File: src/rtl/twb_pkg.sv
package twb_pkg;

    typedef struct packed {
        logic sda;
        logic scl;
    } twb_lines_t;

    typedef struct packed {
        logic open_c;
        logic close_c;
    } twb_cond_t;

    typedef struct packed {
        logic opened;
        logic closed;
        logic irq;
    } twb_status_t;

    localparam twb_lines_t TWB_IDLE_LINES = '{sda: 1'b1, scl: 1'b1};

endpackage

File: src/rtl/twb_sync.sv
module twb_sync
    import twb_pkg::*;
#(
    parameter int STAGES = 2
) (
    input  logic       clk,
    input  logic       rst_n,
    input  twb_lines_t lines_i,
    output twb_lines_t lines_o
);

    localparam int LAST = STAGES - 1;

    twb_lines_t stage_d [STAGES];
    twb_lines_t stage_q [STAGES];

    always_comb begin
        stage_d[0] = lines_i;
        for (int i = 1; i < STAGES; i++) begin
            stage_d[i] = stage_q[i-1];
        end
    end

    generate
        for (genvar g = 0; g < STAGES; g++) begin : g_stage
            always_ff @(posedge clk or negedge rst_n) begin
                if (!rst_n) begin
                    stage_q[g] <= TWB_IDLE_LINES;
                end else begin
                    stage_q[g] <= stage_d[g];
                end
            end
        end
    endgenerate

    assign lines_o = stage_q[LAST];

    initial begin
        assert_min_depth_R9: assert (STAGES >= 2);
    end

endmodule

File: src/rtl/twb_cond_detect.sv
module twb_cond_detect
    import twb_pkg::*;
(
    input  logic       clk,
    input  logic       rst_n,
    input  twb_lines_t lines_i,
    output twb_cond_t  cond_o
);

    twb_lines_t prev_d, prev_q;
    logic       scl_held;

    always_comb begin
        prev_d         = lines_i;
        scl_held       = prev_q.scl & lines_i.scl;
        cond_o.open_c  = scl_held & prev_q.sda & ~lines_i.sda;
        cond_o.close_c = scl_held & ~prev_q.sda & lines_i.sda;
    end

    always_ff @(posedge clk or negedge rst_n) begin
        if (!rst_n) begin
            prev_q <= TWB_IDLE_LINES;
        end else begin
            prev_q <= prev_d;
        end
    end

    // a clock edge in the same sample never yields a condition
    assert_scl_move_quiet_R4: assert property (@(posedge clk) disable iff (!rst_n)
        (prev_q.scl != lines_i.scl) |-> (cond_o == '0));

endmodule

File: src/rtl/twb_status.sv
module twb_status
    import twb_pkg::*;
(
    input  logic      clk,
    input  logic      rst_n,
    input  logic      enable_i,
    input  logic      irq_en_i,
    input  twb_cond_t cond_i,
    output logic      opened_o,
    output logic      closed_o,
    output logic      bus_free_o,
    output logic      irq_o
);

    twb_status_t st_d, st_q;

    always_comb begin
        st_d     = st_q;
        st_d.irq = 1'b0;
        if (!enable_i) begin
            st_d.opened = 1'b0;
            st_d.closed = 1'b0;
        end else if (cond_i.open_c) begin
            st_d.opened = 1'b1;
            st_d.closed = 1'b0;
        end else if (cond_i.close_c) begin
            st_d.irq    = irq_en_i & st_q.opened;
            st_d.opened = 1'b0;
            st_d.closed = 1'b1;
        end
    end

    always_ff @(posedge clk or negedge rst_n) begin
        if (!rst_n) begin
            st_q <= '0;
        end else begin
            st_q <= st_d;
        end
    end

    assign opened_o   = st_q.opened;
    assign closed_o   = st_q.closed;
    assign bus_free_o = st_q.closed | (~st_q.opened & ~st_q.closed);
    assign irq_o      = st_q.irq;

    assert_open_sets_R2: assert property (@(posedge clk) disable iff (!rst_n)
        (enable_i && cond_i.open_c) |=> (opened_o && !closed_o && !bus_free_o));

    assert_close_sets_R3: assert property (@(posedge clk) disable iff (!rst_n)
        (enable_i && cond_i.close_c) |=> (closed_o && !opened_o && bus_free_o));

    assert_bits_exclusive_R5: assert property (@(posedge clk) disable iff (!rst_n)
        !(opened_o && closed_o));

    assert_disable_clears_R6: assert property (@(posedge clk) disable iff (!rst_n)
        !enable_i |=> (!opened_o && !closed_o && !irq_o));

    assert_irq_single_R7: assert property (@(posedge clk) disable iff (!rst_n)
        irq_o |=> !irq_o);

    assert_irq_needs_busy_R8: assert property (@(posedge clk) disable iff (!rst_n)
        irq_o |-> ($past(opened_o) && $past(irq_en_i) && closed_o));

endmodule

File: src/rtl/twb_monitor.sv
module twb_monitor
    import twb_pkg::*;
#(
    parameter int SYNC_STAGES = 2
) (
    input  logic clk,
    input  logic rst_n,
    input  logic sda_i,
    input  logic scl_i,
    input  logic enable_i,
    input  logic irq_en_i,
    output logic open_seen_o,
    output logic close_seen_o,
    output logic bus_free_o,
    output logic close_irq_o
);

    twb_lines_t raw_lines;
    twb_lines_t sync_lines;
    twb_cond_t  cond;

    assign raw_lines = '{sda: sda_i, scl: scl_i};

    twb_sync #(
        .STAGES (SYNC_STAGES)
    ) u_sync (
        .clk     (clk),
        .rst_n   (rst_n),
        .lines_i (raw_lines),
        .lines_o (sync_lines)
    );

    twb_cond_detect u_detect (
        .clk     (clk),
        .rst_n   (rst_n),
        .lines_i (sync_lines),
        .cond_o  (cond)
    );

    twb_status u_status (
        .clk        (clk),
        .rst_n      (rst_n),
        .enable_i   (enable_i),
        .irq_en_i   (irq_en_i),
        .cond_i     (cond),
        .opened_o   (open_seen_o),
        .closed_o   (close_seen_o),
        .bus_free_o (bus_free_o),
        .irq_o      (close_irq_o)
    );

    assert_free_matches_bits_R5: assert property (@(posedge clk) disable iff (!rst_n)
        bus_free_o == (close_seen_o || !open_seen_o));

endmodule

File: config.mk
export PLATFORM = sky130hd
export DESIGN_NAME = twb_monitor
export DESIGN_NICKNAME = d
export VERILOG_FILES = /design/src/rtl/twb_pkg.sv /design/src/rtl/twb_sync.sv /design/src/rtl/twb_cond_detect.sv /design/src/rtl/twb_status.sv /design/src/rtl/twb_monitor.sv
export SDC_FILE = /design/constraint.sdc
export NUM_CORES = 1
export LEC_CHECK = 0
export ABC_AREA = 1
export BUFFER_PORTS_ARGS = -buffer_cell sky130_fd_sc_hd__buf_2
export CAP_MARGIN = 20
export CORE_AREA = 4 4 41 43
export CTS_BUF_LIST = sky130_fd_sc_hd__clkbuf_16
export CTS_CLUSTER_DIAMETER = 200
export DETAILED_ROUTE_END_ITERATION = 10
export DIE_AREA = 0 0 45 47
export RECOVER_POWER = 100
export SLEW_MARGIN = 5
export SYNTH_ARGS = -nofsm -noshare
export SYNTH_HDL_FRONTEND = slang
export SYNTH_SLANG_ARGS = --single-unit
File: constraint.sdc
create_clock -name clk -period 1.6 [get_ports clk]
set_clock_uncertainty 0.2 [all_clocks]
set_input_delay 0.24 -clock clk [delete_from_list [all_inputs] [get_ports clk]]
set_output_delay 0.24 -clock clk [all_outputs]
set_load 0.03 [all_outputs]
==> flow_metrics.tcl <==
set metrics [dict create \
    status "finished, final reports clean" \
    route.detailed.drc 0 \
    pin_count 10 \
    clk_path_buf_depth 2 \
    leakagePower_nw 0.2181 \
    dieHeight_um 47 \
    dp.cells 49 \
    synth_nets 31 \
    holdWs_ns 0.04017 \
    fin_setup_tns_ns 0 \
    core_area_um2 1301 \
    vias 224 \
    grt_max_degree 10 \
    multi_input_area_um2 53.80 \
    max_freq_mhz 724.2 \
    path_clk_slew_ns 0.04 \
    cts_root_buf "clkbuf_16" \
    grt_pass1_wl_um 910 \
    timing.final.crit_period_ns 1.381 \
    wl_per_cell_um 9.607 \
    design_area_um2 469.2 \
    tightest_slew_ns 0.4645 \
    place_congestion 0.6463 \
    finalWirelength_um 538 \
    vias_per_cell 4.000 \
    critPathBufInv 1 \
    slowest_delay_ns 0.38 \
    h-tree-depth 1 \
    synth_top_area_cell "dfstp_2" \
    rows 13 \
    slowest_stage "dfrtp_1" \
    cp-end-kind "primary output" \
    antenna_found_initial 0 \
    fillers 132 \
    cts_resized 0 \
    antenna_left 0 \
    synth_top_cell_area_share_pct 52.28 \
    grt.overflow.total 0 \
    drt_iter0_markers 0 \
    cp_max_fo 4 \
    hold_viol_final 0 \
    worstPathRequired_ns 1.16 \
    cp_cell_sequence "clkbuf_1" \
    cts_sinks 9 \
    portBuffers 9 \
    final-seq-area_um2 232.7 \
    dieArea_um2 2115 \
    yosys_warnings 0 \
    critPathLaunchType "register" \
    hold_class "input port to register" \
    criticalPathCategory "register to primary output" \
    cts_buffers 3 \
    drive_above_1_share_pct 34.15 \
    syn2layout_area_growth_pct 55.60 \
    synth_seq_cells 9 \
    ys_top_cells_by_area "dfstp_2 (52%), dfrtp_1 (25%), nand2_1 (7.5%), nand3_1 (5.0%), inv_1 (3.7%)" \
    fin_ws_ns 0.2192 \
    syn_inst 25 \
    ys_seq_area_share_pct 77.18 \
    peakVddDrop_mv 0.6359 \
    syn_avg_cell_area_um2 12.06 \
    grt_setup_unrepaired "false" \
    dp_hpwl_um 361.1 \
    die_w_um 45 \
    cap_violations 0 \
    setup_violations 0 \
    clkLatencyLatePin_ns 0.23 \
    pre_cts_slack_ns 0.4153 \
    timing.final.crit_share_pct 86.30 \
    num_antenna_cells 0 \
    power.total_mw 0.7087 \
    grt_pass1_vias 215 \
    crit_arrival_ns 0.94 \
    ys_types 8 \
    num-nets-final 48 \
    synthesis.area_um2 301.5 \
    powerDensity_nw_per_um2 1511 \
    stdcell_count 56 \
    dr.pass1.iters 1 \
    start_util_pct 23.17 \
    grt_use_total_pct 7.342 \
    placedInstanceArea_um2 365.4 \
    final_core_util_pct 36.06 \
    slew_viol_final 0 \
    cts_tree "built" \
    slew_headroom_pct 69.04 \
    path_delay_family "flip-flops" \
]
metal layers:
metal  global-route usage, %  vias to the layer above  routed length [um]
met2                   8.757                       11                 216
met1                   7.026                      101                 216
met5                       0                        -                   0
met3                   4.981                        5                  63
met4                   10.53                        0                  41
li1                        -                      107                   -
worst paths after layout:
path / to / startpoint / cells past startpoint / slack, ns
max: open_seen_o / u_status.opened_o / 1 / 0.22
min: u_status.irq_o / irq_en_i / 3 / 0.04
max reg2reg: u_status.closed_o / u_sync.lines_o[0] / 5 / 0.40
min reg2reg: u_sync.lines_o[0] / u_sync.stage_d[0] / 0 / 0.15
max in group asynchronous: u_detect.prev_q[1] / rst_n / 2 / 0.59
min in group asynchronous: u_status.irq_o / rst_n / 2 / 0.27
registers in the layout, summed over array words and instances, names as in the netlist:
signal / flops
u_sync.stage_d: 2
u_status.opened_o: 1
u_status.irq_o: 1
u_sync.lines_o: 2
u_detect.prev_q: 2
u_status.closed_o: 1
logic make-up after synthesis:
kind of cell | share of synthesized area (%)
AND/OR/NAND/NOR | 14.94
flip-flops | 77.18
buffers and inverters | 4.978
AO/OA/AOI/OAI | 2.905
cells in the mapped netlist (all sizes together):
cell type,count
dfrtp,3
nand2,6
dfstp,6
inv,4
nand3,3
a21oi,1
nor2,2
cells in the final DEF, fill, tap and decap left out, drive strengths merged:
cell	instances
nand2	6
buf	5
inv	5
dfstp	6
a21oi	1
nand3	3
nor2	2
clkbuf	7
dlygate4sd3	3
dfrtp	3
report_power, final:
group          total (mW)  switching (mW)  internal, mW
logic              0.0311          0.0181        0.0130
clock network       0.429           0.103         0.326
registers           0.248         0.00459         0.244
total               0.709           0.126         0.583
area by class of cell:
class / instances / area share, %
Sequential cell: 9 / 49.60
Clock buffer: 3 / 16.00
Timing Repair Buffer: 12 / 14.93
Multi-Input combinational cell: 12 / 11.47
Tap cell: 15 / 4.000
Inverter: 4 / 3.200
Clock inverter: 1 / 0.8000
what timing repair did:
action / CTS / global route
endpoints found under the setup margin: 0 / 0
endpoints found under the hold margin: 11 / 0
buffers inserted: 0 / 0
hold buffers: 3 / 0
No activity file was read; power rests on OpenSTA's default activity.
